`config.mk`:
```
export PLATFORM = sky130hd
export DESIGN_NAME = memArbiter
export DESIGN_NICKNAME = d
export VERILOG_FILES = /design/src/rtl/arbPkg.sv /design/src/rtl/arbCtrl.sv /design/src/rtl/arbDatapath.sv /design/src/rtl/memArbiter.sv
export SDC_FILE = /design/constraint.sdc
export NUM_CORES = 1
export LEC_CHECK = 0
export ABC_AREA = 1
export CORE_MARGIN = 1.5
export CORE_UTILIZATION = 46
export CTS_BUF_LIST = sky130_fd_sc_hd__clkbuf_8
export DETAILED_ROUTE_END_ITERATION = 6
export GPL_TIMING_DRIVEN = 0
export HOLD_SLACK_MARGIN = 0.03
export PLACE_DENSITY_LB_ADDON = 0.3
export SLEW_MARGIN = 20
export SYNTH_ARGS = -nofsm -noshare
export SYNTH_HDL_FRONTEND = slang
export SYNTH_SLANG_ARGS = --single-unit
```
`constraint.sdc`:
```
create_clock -name clk -period 3.1 [get_ports clk]
set_clock_uncertainty 0.1 [all_clocks]
set_input_delay 0.62 -clock clk [delete_from_list [all_inputs] [get_ports clk]]
set_output_delay 0.62 -clock clk [all_outputs]
set_load 0.02 [all_outputs]
```
`src/rtl/arbPkg.sv`:
```
package arbPkg;

  // Per-visit phases of the polling state machine.
  typedef enum logic [1:0] {
    ST_CHECK  = 2'd0,
    ST_SETUP  = 2'd1,
    ST_STROBE = 2'd2
  } arbState_e;

  // Strobes from control to datapath.
  typedef struct packed {
    logic latch;    // capture the current port's operands this cycle
    logic select;   // SRAM chip selected
    logic readEn;   // output enable for a read access
    logic writeEn;  // write strobe for a write access
    logic done;     // final cycle of an access
  } arbStrobe_t;

endpackage

```
`src/rtl/arbCtrl.sv`:
```
module arbCtrl
  import arbPkg::*;
#(
  parameter int NUM_PORTS = 4,
  localparam int PORT_W = (NUM_PORTS > 1) ? $clog2(NUM_PORTS) : 1
) (
  input  logic                 clk,
  input  logic                 rstN,
  input  logic [NUM_PORTS-1:0] reqIn,
  input  logic [NUM_PORTS-1:0] weIn,
  output logic [PORT_W-1:0]    curPort,
  output arbStrobe_t           strobe,
  output logic                 busy
);

  localparam logic [PORT_W-1:0] LAST_PORT = PORT_W'(NUM_PORTS - 1);
  localparam logic [PORT_W:0]   MAX_OTHERS = (PORT_W + 1)'(NUM_PORTS - 1);

  arbState_e         state;
  logic              isWrite;
  logic [PORT_W-1:0] nextPort;
  logic              curReq;

  assign nextPort = (curPort == LAST_PORT) ? '0 : curPort + 1'b1;
  assign curReq   = reqIn[curPort];

  // Rotation pointer advances after an idle check or after a finished access.
  always_ff @(posedge clk or negedge rstN) begin
    if (!rstN) begin
      state   <= ST_CHECK;
      curPort <= '0;
      isWrite <= 1'b0;
    end else begin
      case (state)
        ST_CHECK: begin
          if (curReq) begin
            state   <= ST_SETUP;
            isWrite <= weIn[curPort];
          end else begin
            curPort <= nextPort;
          end
        end
        ST_SETUP: state <= ST_STROBE;
        ST_STROBE: begin
          state   <= ST_CHECK;
          curPort <= nextPort;
        end
        default: state <= ST_CHECK;
      endcase
    end
  end

  always_comb begin
    strobe.latch   = (state == ST_CHECK) && curReq;
    strobe.select  = (state == ST_SETUP) || (state == ST_STROBE);
    strobe.readEn  = strobe.select && !isWrite;
    strobe.writeEn = (state == ST_STROBE) && isWrite;
    strobe.done    = (state == ST_STROBE);
  end

  assign busy = strobe.select;

  // Busy covers exactly one setup and one strobe cycle.
  AST_BUSY_TWO_CYCLES: assert property (@(posedge clk) disable iff (!rstN)
    $rose(busy) |=> busy ##1 !busy);

  // Count accesses granted to other ports while a request waits.
  for (genvar g = 0; g < NUM_PORTS; g++) begin : gWait
    logic [PORT_W:0] otherSlots;

    always_ff @(posedge clk or negedge rstN) begin
      if (!rstN) begin
        otherSlots <= '0;
      end else if (!reqIn[g] || (strobe.done && curPort == PORT_W'(g))) begin
        otherSlots <= '0;
      end else if (strobe.done) begin
        otherSlots <= otherSlots + 1'b1;
      end
    end

    AST_WAIT_BOUND: assert property (@(posedge clk) disable iff (!rstN)
      otherSlots <= MAX_OTHERS);
  end

endmodule

```
`src/rtl/arbDatapath.sv`:
```
module arbDatapath
  import arbPkg::*;
#(
  parameter int NUM_PORTS = 4,
  parameter int ADDR_W    = 15,
  parameter int DATA_W    = 8,
  localparam int PORT_W = (NUM_PORTS > 1) ? $clog2(NUM_PORTS) : 1
) (
  input  logic                        clk,
  input  logic                        rstN,
  input  logic [PORT_W-1:0]           curPort,
  input  arbStrobe_t                  strobe,
  input  logic [NUM_PORTS*ADDR_W-1:0] addrIn,
  input  logic [NUM_PORTS*DATA_W-1:0] wdataIn,
  input  logic [DATA_W-1:0]           sramRdata,
  output logic [ADDR_W-1:0]           sramAddr,
  output logic [DATA_W-1:0]           sramWdata,
  output logic                        sramCeN,
  output logic                        sramOeN,
  output logic                        sramWeN,
  output logic [NUM_PORTS*DATA_W-1:0] rdataOut,
  output logic [NUM_PORTS-1:0]        ackOut
);

  logic [ADDR_W-1:0] portAddr  [NUM_PORTS];
  logic [DATA_W-1:0] portWdata [NUM_PORTS];
  logic [ADDR_W-1:0] addrQ;
  logic [DATA_W-1:0] wdataQ;

  for (genvar g = 0; g < NUM_PORTS; g++) begin : gUnpack
    assign portAddr[g]  = addrIn[g*ADDR_W +: ADDR_W];
    assign portWdata[g] = wdataIn[g*DATA_W +: DATA_W];
  end

  // Operand registers hold still from setup through the cycle after the strobe.
  always_ff @(posedge clk or negedge rstN) begin
    if (!rstN) begin
      addrQ  <= '0;
      wdataQ <= '0;
    end else if (strobe.latch) begin
      addrQ  <= portAddr[curPort];
      wdataQ <= portWdata[curPort];
    end
  end

  assign sramAddr  = addrQ;
  assign sramWdata = wdataQ;
  assign sramCeN   = !strobe.select;
  assign sramOeN   = !strobe.readEn;
  assign sramWeN   = !strobe.writeEn;

  // Per-port read capture and acknowledge.
  for (genvar g = 0; g < NUM_PORTS; g++) begin : gPort
    logic [DATA_W-1:0] rdQ;
    logic              ackQ;
    logic              mine;

    assign mine = strobe.done && (curPort == PORT_W'(g));

    always_ff @(posedge clk or negedge rstN) begin
      if (!rstN) begin
        rdQ  <= '0;
        ackQ <= 1'b0;
      end else begin
        ackQ <= mine;
        if (mine && strobe.readEn) rdQ <= sramRdata;
      end
    end

    assign rdataOut[g*DATA_W +: DATA_W] = rdQ;
    assign ackOut[g] = ackQ;

    AST_ACK_PULSE: assert property (@(posedge clk) disable iff (!rstN)
      ackOut[g] |=> !ackOut[g]);
  end

  AST_ACK_ONEHOT: assert property (@(posedge clk) disable iff (!rstN)
    $onehot0(ackOut));

  AST_ACK_FOLLOWS_ACCESS: assert property (@(posedge clk) disable iff (!rstN)
    (|ackOut) |-> $past(!sramCeN));

  AST_WE_SETUP: assert property (@(posedge clk) disable iff (!rstN)
    $fell(sramWeN) |-> ($stable(sramAddr) && $stable(sramWdata) && $past(!sramCeN)));

  AST_WE_HOLD: assert property (@(posedge clk) disable iff (!rstN)
    $rose(sramWeN) |-> ($stable(sramAddr) && $stable(sramWdata)));

  AST_WE_SINGLE: assert property (@(posedge clk) disable iff (!rstN)
    !sramWeN |=> sramWeN);

  AST_STROBE_SELECTED: assert property (@(posedge clk) disable iff (!rstN)
    (!sramWeN || !sramOeN) |-> !sramCeN);

  AST_OE_WE_EXCLUSIVE: assert property (@(posedge clk) disable iff (!rstN)
    !(!sramOeN && !sramWeN));

endmodule

```
`src/rtl/memArbiter.sv`:
```
module memArbiter
  import arbPkg::*;
#(
  parameter int NUM_PORTS = 4,
  parameter int ADDR_W    = 15,
  parameter int DATA_W    = 8
) (
  input  logic                        clk,
  input  logic                        rstN,
  input  logic [NUM_PORTS-1:0]        reqIn,
  input  logic [NUM_PORTS-1:0]        weIn,
  input  logic [NUM_PORTS*ADDR_W-1:0] addrIn,
  input  logic [NUM_PORTS*DATA_W-1:0] wdataIn,
  output logic [NUM_PORTS*DATA_W-1:0] rdataOut,
  output logic [NUM_PORTS-1:0]        ackOut,
  output logic                        busyOut,
  output logic [ADDR_W-1:0]           sramAddr,
  output logic [DATA_W-1:0]           sramWdata,
  input  logic [DATA_W-1:0]           sramRdata,
  output logic                        sramCeN,
  output logic                        sramOeN,
  output logic                        sramWeN
);

  localparam int PORT_W = (NUM_PORTS > 1) ? $clog2(NUM_PORTS) : 1;

  logic [PORT_W-1:0] curPort;
  arbStrobe_t        strobe;

  arbCtrl #(
    .NUM_PORTS (NUM_PORTS)
  ) uCtrl (
    .clk     (clk),
    .rstN    (rstN),
    .reqIn   (reqIn),
    .weIn    (weIn),
    .curPort (curPort),
    .strobe  (strobe),
    .busy    (busyOut)
  );

  arbDatapath #(
    .NUM_PORTS (NUM_PORTS),
    .ADDR_W    (ADDR_W),
    .DATA_W    (DATA_W)
  ) uDatapath (
    .clk       (clk),
    .rstN      (rstN),
    .curPort   (curPort),
    .strobe    (strobe),
    .addrIn    (addrIn),
    .wdataIn   (wdataIn),
    .sramRdata (sramRdata),
    .sramAddr  (sramAddr),
    .sramWdata (sramWdata),
    .sramCeN   (sramCeN),
    .sramOeN   (sramOeN),
    .sramWeN   (sramWeN),
    .rdataOut  (rdataOut),
    .ackOut    (ackOut)
  );

endmodule

```
Word-level counts from Yosys, hierarchy flattened
Index checks and enable logic that the tools add are counted.
{ "classes": {"add_sub_neg": 1, "order_cmp": 2, "eq_ne": 7, "mux": 15, "bitwise_logic": 1, "n_reduce_logical": 21} }
{ "op_table": {"columns": ["cell", "count"], "rows": [
  ["15-bit binary-select mux with 2-bit select", 1],
  ["15-bit 2-to-1 mux", 2],
  ["8-bit binary-select mux with 2-bit select", 1],
  ["8-bit 2-to-1 mux", 2],
  ["1-bit logical AND", 11],
  ["2-bit case mux with 2 select lines", 2],
  ["2-bit equality test (second input constant)", 3],
  ["2-bit 2-to-1 mux", 3],
  ["1-bit binary-select mux with 2-bit select", 2],
  ["2-bit by 1-bit equality test with 1-bit output (second input constant)", 2],
  ["1-bit logical NOT", 4],
  ["2-bit logical NOT", 2],
  ["2-bit AND reduction", 2],
  ["3-bit >= comparator (second input constant)", 1],
  ["2-bit by 3-bit less-than comparator with 1-bit output (second input constant)", 1],
  ["2-bit inverter with 3-bit output", 1],
  ["2-bit by 1-bit adder with 2-bit output (second input constant)", 1],
  ["1-bit 2-to-1 mux", 2],
  ["2-bit by 1-bit != test with 1-bit output (second input constant)", 1],
  ["2-bit != test (second input constant)", 1],
  ["2-bit nonzero test", 1],
  ["1-bit logical OR", 1]
]} }
{ "word_totals": {"reg_bits": 64, "input_bits": 110, "output_inout_bits": 63, "wordCells": 60} }

Longest topological paths before layout
Gate-level depths: netlist (run 1).
{ "logic_depth": {"depth_word": 4, "mapped_depth": 10} }

Cells and area by module
Synthesis (run 1) repeated with hierarchy kept, for this count alone.
{ "unflattened": {"cells_unflattened": 503, "hier_area_um2": 3465.8} }
{ "modules_own_cells": {"columns": ["mod", "n_inst", "cells_per_inst", "area_per_inst_um2", "seq_area_each_um2"], "rows": [
  ["arbDatapath", 1, 450, 3064.2, 1476.4],
  ["arbCtrl", 1, 53, 401.6, 125.1]
]} }

Worst setup path before layout (run 1)
No wires, ideal clock.
{ "synth_timing": {"kind": "register to output", "startpoint": "register uCtrl.state[1]", "endpoint": "output port sramOeN", "arrival_time_ns": 1.275, "setup_slack_ns": 1.105, "path_stages_with_launch": 6, "n_path_buf": 0, "cell_sequence": "dfrtp_1 inv_1 ha_1 inv_1 nor2_2 inv_1"} }
{ "synth_between": {"elab_chain_cells": 4, "elab_cells_between_ends": 5, "cone_classes": "eq/ne (2); reduce/logical (3)"} }
{ "synth_rtl": {"columns": ["element", "line", "rtl"], "rows": [
  ["from (decl)", "arbCtrl.sv:19", "arbState_e state;"],
  ["from (signal assigned)", "arbCtrl.sv:30", "state <= ST_CHECK;"],
  ["from (signal assigned)", "arbCtrl.sv:37", "state <= ST_SETUP;"],
  ["from (signal assigned)", "arbCtrl.sv:43", "ST_SETUP: state <= ST_STROBE;"],
  ["2-bit by 1-bit equality test with 1-bit output / 2-bit equality test (equally long branches)", "arbCtrl.sv:55", "strobe.select = (state == ST_SETUP) || (state == ST_STROBE);"],
  ["1-bit logical OR *", "arbCtrl.sv:55", null],
  ["via busyOut", "memArbiter.sv:16", "output logic busyOut,"],
  ["1-bit logical AND *", "arbCtrl.sv:56", "strobe.readEn = strobe.select && !isWrite;"],
  ["1-bit logical NOT *", "arbDatapath.sv:49", "assign sramOeN = !strobe.readEn;"],
  ["to (decl)", "memArbiter.sv:21", "output logic sramOeN,"]
]} }
The timed path passes the listed nets; every way through them passes the cells marked *.

Worst setup path after layout (run 1)
{ "layout_timing": {"startpoint": "register uCtrl.state[0]", "endpoint": "output port sramOeN"} }
{ "layout_between": {"elab_chain_cells": 4, "elab_cells_between_ends": 5, "cone_classes": "eq/ne (2); reduce/logical (3)"} }
{ "layout_rtl": {"columns": ["element", "line"], "rows": [
  ["2-bit by 1-bit equality test with 1-bit output / 2-bit equality test (equally long branches)", "arbCtrl.sv:55"],
  ["1-bit logical OR *", "arbCtrl.sv:55"],
  ["1-bit logical AND *", "arbCtrl.sv:56"],
  ["1-bit logical NOT *", "arbDatapath.sv:49"]
]} }
Mark *: on every way between the ends. The rest lies on a longest branch, timed or not.

==> results.ini, run 1 <==
[status]
status = completed

[yosys]
ys_top_cells_by_area = dfrtp_1, nand2_1, inv_1
ys_ff_latch = 64
netlist_instances = 529
syn-mean-instance-area_um2 = 6.987
synth-seq-area-share = 0.4333
yosysWarnings = 0
syn-num-nets = 648
synth_edf_count = 0
synth_top_area_share = 0.4333
synth_top_area_cell = dfrtp_1
netlist_top_cells_count = nand2_1, inv_1, dfrtp_1, o21ai_0, nand3_1
synth-async-reset-ratio = 1.000
yosysUniqueCellTypes = 19
synth_ff_type = dfrtp_1
synth.most_common_cell = nand2_1
synthesis.area_mm2 = 0.003696

[floorplanning]
die_area_mm2 = 0.008581
rows = 32
core_mm2 = 0.007767
die_h_um = 92.64
ios = 173
initial_utilization = 0.4758
die_x_um = 92.64

[power_and_ir_drop]
pwr-share-clk = 0.138
power_switching_uw = 2528
power.density_mw_per_mm2 = 984.6
leakage_uw = 0.003105
ir_worst_vdd_uv = 382.6
switching_share = 0.4428
seqPwrFrac = 0.257
p_comb_frac = 0.605
p_int_uw = 3182

[clock_network]
htree_levels = 3
cts_sinks = 64
root_buffer = clkbuf_8
numCtsBuffers = 9
post_cts_buffers = 0
cts_resized = 0
ctsLongestPathBuffers = 2
holdBufCountCts = 1
cts_tree = yes
clkTransAtPathRegs_ps = 70
clk_latency_ps = 330

[route]
vias = 3883
routedWlPerCell_um = 13.30
ant_nets = 0
wirelength_um = 10920
drc_errors = 0
firstDrtPassIters = 5
dr.first_iter.drc_count = 135
vias_per_cell = 4.730

[placement]
io_buffers = 172
hpwl_um = 8493
place_area_mm2 = 0.005570
gp_congestion = 0.9156

[critical_path]
critPathLaunch = uCtrl.state[0]
worstPathMaxFanout = 5
critPathCapture = sramOeN
crit_path_end_kind = primary output
rrSetupSlack_ps = 1060
startpoint_type = flip-flop
worstSetupPathType = flip-flop to primary output
worstPathRequired_ps = 2380
r2r_cells = 9
cp.arrival_ps = 1970
reg2reg_to = uDatapath.gPort[0].rdQ[3]
timing.rr.start = uCtrl.curPort[1]

[min_path]
hold_class = flip-flop to flip-flop

[sta]
rsz0062_at_grt = no
slew_viol_final = 0
period_minus_slack_ps = 2686
min_period_over_period = 0.8666
slew_headroom = 0.6746
setup_viol = 0
max_slew.worst_pin.slew_ps = 488.0
hold_violations = 0
fmax_mhz = 372.2

[layout]
layout-drive-gt1-share = 0.08623
n_antenna_cell = 0
fillers = 635
area_delta_synth_final_pct = 56.91
final_core_util = 0.7466
finalNetCount = 833
final_cell_area_mm2 = 0.005799

[global_route]
grt_max_degree = 63
grt_pass1_vias = 3832
grt_pass1_wl_um = 17940
antenna_found_initial = 0
gr-total-overflow = 0
grt_usage = 0.2706

[flow_run]
max_cap_violations = 0

## final cells by class
cell class,count,area (µm²),share of cell area
Buffer,29,200.2,0.03452
Inverter,91,344.1,0.05933
Clock inverter,7,95.09,0.01640
Tap cell,102,127.6,0.02201
Clock buffer,9,123.9,0.02136
Sequential cell,64,1602,0.2762
Timing Repair Buffer,174,1757,0.3029
Multi-Input combinational cell,345,1550,0.2673
## per-stage QoR
stage	total power [µW]	hold WS, ps	std cells	TNS (ps)	worst slack [ps]
3_3_place_gp	4845	367.3	803	-37500	-589.8
4_1_cts	5738	393.0	821	0	395.1
2_1_floorplan	3528	224.4	529	0	1105
6_report	5710	388.9	821	0	413.6
3_5_place_dp	4927	325.9	804	0	759.8
5_1_grt	6175	409.4	821	0	271.3
## cell usage in the layout (no fill, tap or decap)
cell	n
dfrtp_1	64
or2_2	1
buf_2	13
o21ai_2	10
clkinv_2	2
inv_2	1
bufinv_16	2
o21ai_1	14
clkbuf_8	9
buf_16	1
nor2_2	1
inv_4	1
buf_6	6
dlygate4sd3_1	1
nor2_1	1
clkinvlp_4	1
ha_1	9
nand2_1	244
nand3_2	2
nand3_4	1
buf_4	9
inv_1	89
nand3_1	28
clkbuf_1	2
o21ai_0	34
clkdlybuf4s50_1	171
clkinv_4	1
inv_6	1
## worst max-delay path, cell delays in order, from the launching register on
cell	delay (ps)
dfrtp_1	390
inv_1	150
ha_1	280
inv_1	100
nor2_2	70
inv_1	50
clkdlybuf4s50_1	590
## cell families after synthesis
logic type / count (synthesis) / share of synthesized area
AOI/OAI and AO/OA: 58 / 0.08869
adders and majority gates: 9 / 0.03047
DFF: 64 / 0.4333
and+or+nand+nor: 278 / 0.3003
buffers and inverters: 120 / 0.1473
## metal layers
metal	part of all wire	track usage	vias to the layer above
li1	-	-	1942
met1	0.40	0.3171	1745
met2	0.49	0.4718	176
met3	0.086	0.07882	20
met4	0.023	0.09343	0
met5	0	0	-
## power by group through the flow
stage	Combinational [µW]	Clock (µW)	Sequential, µW
4_1_cts	3480	795	1470
6_report	3450	791	1470
2_1_floorplan	1670	0	1860
5_1_grt	3830	833	1510
3_5_place_dp	3450	0	1480
3_3_place_gp	3380	0	1460
## flip-flops by register name, indices dropped and copies added (netlist names)
signal,flops
uDatapath.sramAddr,15
uDatapath.gPort.rdQ,32
uCtrl.state,2
uDatapath.sramWdata,8
uCtrl.isWrite,1
uCtrl.curPort,2
uDatapath.gPort.ackQ,4
## worst min-delay path by stage
| stage | startpoint | to | slack [ps] | depth (start not counted) |
|---|---|---|---|---|
| after CTS | uDatapath.sramWdata[1] | uDatapath.sramWdata[1] | 390 | 2 |
| after detailed placement | rstN | uDatapath.sramAddr[6] | 330 | 1 |
| after floorplan | rstN | uCtrl.curPort[0] | 220 | 0 |
| after global routing | uDatapath.gPort[0].rdQ[4] | uDatapath.gPort[0].rdQ[4] | 410 | 2 |
| final | uDatapath.sramWdata[6] | uDatapath.sramWdata[6] | 390 | 2 |
| after global placement | uDatapath.gPort[0].rdQ[1] | uDatapath.gPort[0].rdQ[1] | 370 | 2 |
Note: power is estimated with default switching activity, not from simulation.
==> run 2: changes to the inputs <==
==> constraint.sdc (replaced) <==
create_clock -name clk -period 3.1 [get_ports clk]
set_clock_uncertainty 0.1 [all_clocks]
set_input_delay 0.62 -clock clk [delete_from_list [all_inputs] [get_ports clk]]
set_output_delay 0.62 -clock clk [all_outputs]
set_load 0.005 [all_outputs]
==> results of run 2 <==
Same layout as run 1 (identical final DEF). Status: completed.
Main changes from that run: setup slack after placement 759.8 ps -> 852.9 ps; setup slack after layout 413.6 ps -> 507.5 ps; total power 5710 µW -> 5256 µW; worst IR drop on VDD 382.6 µV -> 361.6 µV
==> run 3: changes to the inputs <==
--- a/config.mk
+++ b/config.mk
@@ -7,7 +7,7 @@
 export LEC_CHECK = 0
 export ABC_AREA = 1
 export CORE_MARGIN = 1.5
-export CORE_UTILIZATION = 46
+export CORE_UTILIZATION = 39
 export CTS_BUF_LIST = sky130_fd_sc_hd__clkbuf_8
 export DETAILED_ROUTE_END_ITERATION = 6
 export GPL_TIMING_DRIVEN = 0
==> constraint.sdc (replaced) <==
create_clock -name clk -period 2.2 [get_ports clk]
set_clock_uncertainty 0.1 [all_clocks]
set_input_delay 0.44 -clock clk [delete_from_list [all_inputs] [get_ports clk]]
set_output_delay 0.44 -clock clk [all_outputs]
set_load 0.005 [all_outputs]
==> run 3 against run 2 <==
Effect of this change:
- register-to-register slack lost 910 ps
- clock-buffer cell count is the same
- clock power up 4.3%
- sequential power grew 41%
- first-iteration DRC count is 18% lower
- worst hold slack got worse by 31 ps
- worst setup slack worse by 400 ps
- cell count rose by 1.5%
- non-clock buffer count is 4 higher
- critical path type unchanged
==> results.ini, run 3 (synthesized netlist as in run 1, its figures left out) <==
[placement]
hpwl_um = 8702
placed_cells = 813
io_buffers = 172
gp_congestion = 0.8978

[sta]
slew_headroom = 0.6576
fmax_mhz = 478.6
max_slew.worst_pin.slew_ps = 513.6
rsz0062_at_grt = no
slew_viol_final = 0
tns_ps = 0
period_minus_slack_ps = 2089
hold_violations = 0
setup_viol = 0
min_period_over_period = 0.9497

[layout]
final_cell_mix = nand2_1, clkdlybuf4s50_1, inv_1
area_delta_synth_final_pct = 57.08
finalNetCount = 837
fillers = 833
final_common_cell = nand2_1
seq_area_mm2 = 0.001602
multi_input_area_mm2 = 0.001570
top_register = uDatapath.gPort.rdQ
largest_reg_flops = 32
layout-drive-gt1-share = 0.09418
fin_cells = 833
n_antenna_cell = 0
final_core_util = 0.6313

[clock_network]
htree_levels = 3
clk_latency_ps = 340
clkTransAtPathRegs_ps = 70
numCtsBuffers = 9
cts_tree = yes
cts_sinks = 64
root_buffer = clkbuf_8
ctsLongestPathBuffers = 2

[power_and_ir_drop]
p_comb_frac = 0.600
seqPwrFrac = 0.286
power.density_mw_per_mm2 = 1244
switching_share = 0.4064
ir_worst_vdd_uv = 608.2
power_switching_uw = 2934
pwr-share-clk = 0.114
fin_total_pwr_uw = 7221
p_int_uw = 4287
leakage_uw = 0.003111

[route]
dr.first_iter.drc_count = 111
ant_nets = 0
drc_errors = 0
routedWlPerCell_um = 13.25
wirelength_um = 11030
vias = 3908
firstDrtPassIters = 4
vias_per_cell = 4.691

[global_route]
grt_max_degree = 59
grt_usage = 0.2241
grt_pass1_wl_um = 17440
grt_pass1_vias = 3696
antenna_found_initial = 0
gr-total-overflow = 0

[floorplanning]
ios = 173
die_h_um = 100.4
die_x_um = 100.4
initial_utilization = 0.4019
die_area_mm2 = 0.01007
core_mm2 = 0.009196
rows = 35

[critical_path]
worstPathMaxFanout = 4
reg2reg_to = uDatapath.gPort[1].rdQ[6]
r2r_cells = 10
crit_path_end_kind = primary output
cp.arrival_ps = 1550
timing.rr.start = uCtrl.curPort[1]
worstPathRequired_ps = 1660
startpoint_type = flip-flop
worstSetupPathType = flip-flop to primary output
rrSetupSlack_ps = 150

[status]
status = completed

[flow_run]
max_cap_violations = 0

[min_path]
hold_class = input port to async pin

[run 3: worst max-delay path by stage]
| stage | start | endpoint | slack [ps] | cells past startpoint |
|---|---|---|---|---|
| 2_1_floorplan | uCtrl.curPort[1] | uDatapath.gPort[1].rdQ[5] | 530 | 10 |
| 3_3_place_gp | rstN | uDatapath.sramWdata[5] | -1410 | 1 |
| 3_5_place_dp | uCtrl.curPort[1] | uDatapath.gPort[1].rdQ[6] | 140 | 10 |
| 4_1_cts | uCtrl.state[1] | sramWeN | 2 | 4 |
| 5_1_grt | uCtrl.curPort[1] | uDatapath.gPort[1].rdQ[6] | 30 | 10 |
| 6_report | uCtrl.state[0] | busyOut | 110 | 3 |
[run 3: timing repair]
item,in CTS,in global routing
hold endpoints to repair,6,0
gates cloned,0,0
pin swaps,0,0
setup endpoints to repair,3,4
buffers inserted,4,1
hold buffers,1,0
gates resized for setup,7,3
[run 3: cell type report]
cell class / instances / area share
Buffer: 28 / 0.03427
Clock buffer: 9 / 0.02134
Timing Repair Buffer: 179 / 0.3097
Clock inverter: 6 / 0.005172
Multi-Input combinational cell: 345 / 0.2705
Sequential cell: 64 / 0.2759
Inverter: 91 / 0.05927
Tap cell: 111 / 0.02392
[run 3: per-stage QoR]
stage                     area, µm²  hold WS [ps]  worst slack, ps
after floorplan                3696         44.41            533.8
after global placement         5557         367.2            -1410
after detailed placement       5582         170.9            136.3
after CTS                      5794         351.4            1.777
after global routing           5806         349.1            32.51
final                          5806         358.1            110.6
[run 3: power groups by stage]
stage / Sequential (µW) / Clock [µW] / Combinational [µW]
6_report: 2070 / 825 / 4330
4_1_cts: 2070 / 840 / 4360
3_3_place_gp: 2050 / 0 / 4160
3_5_place_dp: 2080 / 0 / 4250
5_1_grt: 2120 / 898 / 4840
2_1_floorplan: 2060 / 0 / 2280
[run 3: per-layer routing]
metal	wire [µm]	GRT usage	share of wire
met2	5440	0.4082	0.49
met1	4608	0.2575	0.42
met5	0	0	0
met4	141	0.07476	0.013
met3	844	0.05292	0.076
[run 3: critical path, stage by stage (launching register included)]
cell             delay (ps)
dfrtp_1                 370
inv_2                    70
ha_4                    270
clkdlybuf4s50_1         500
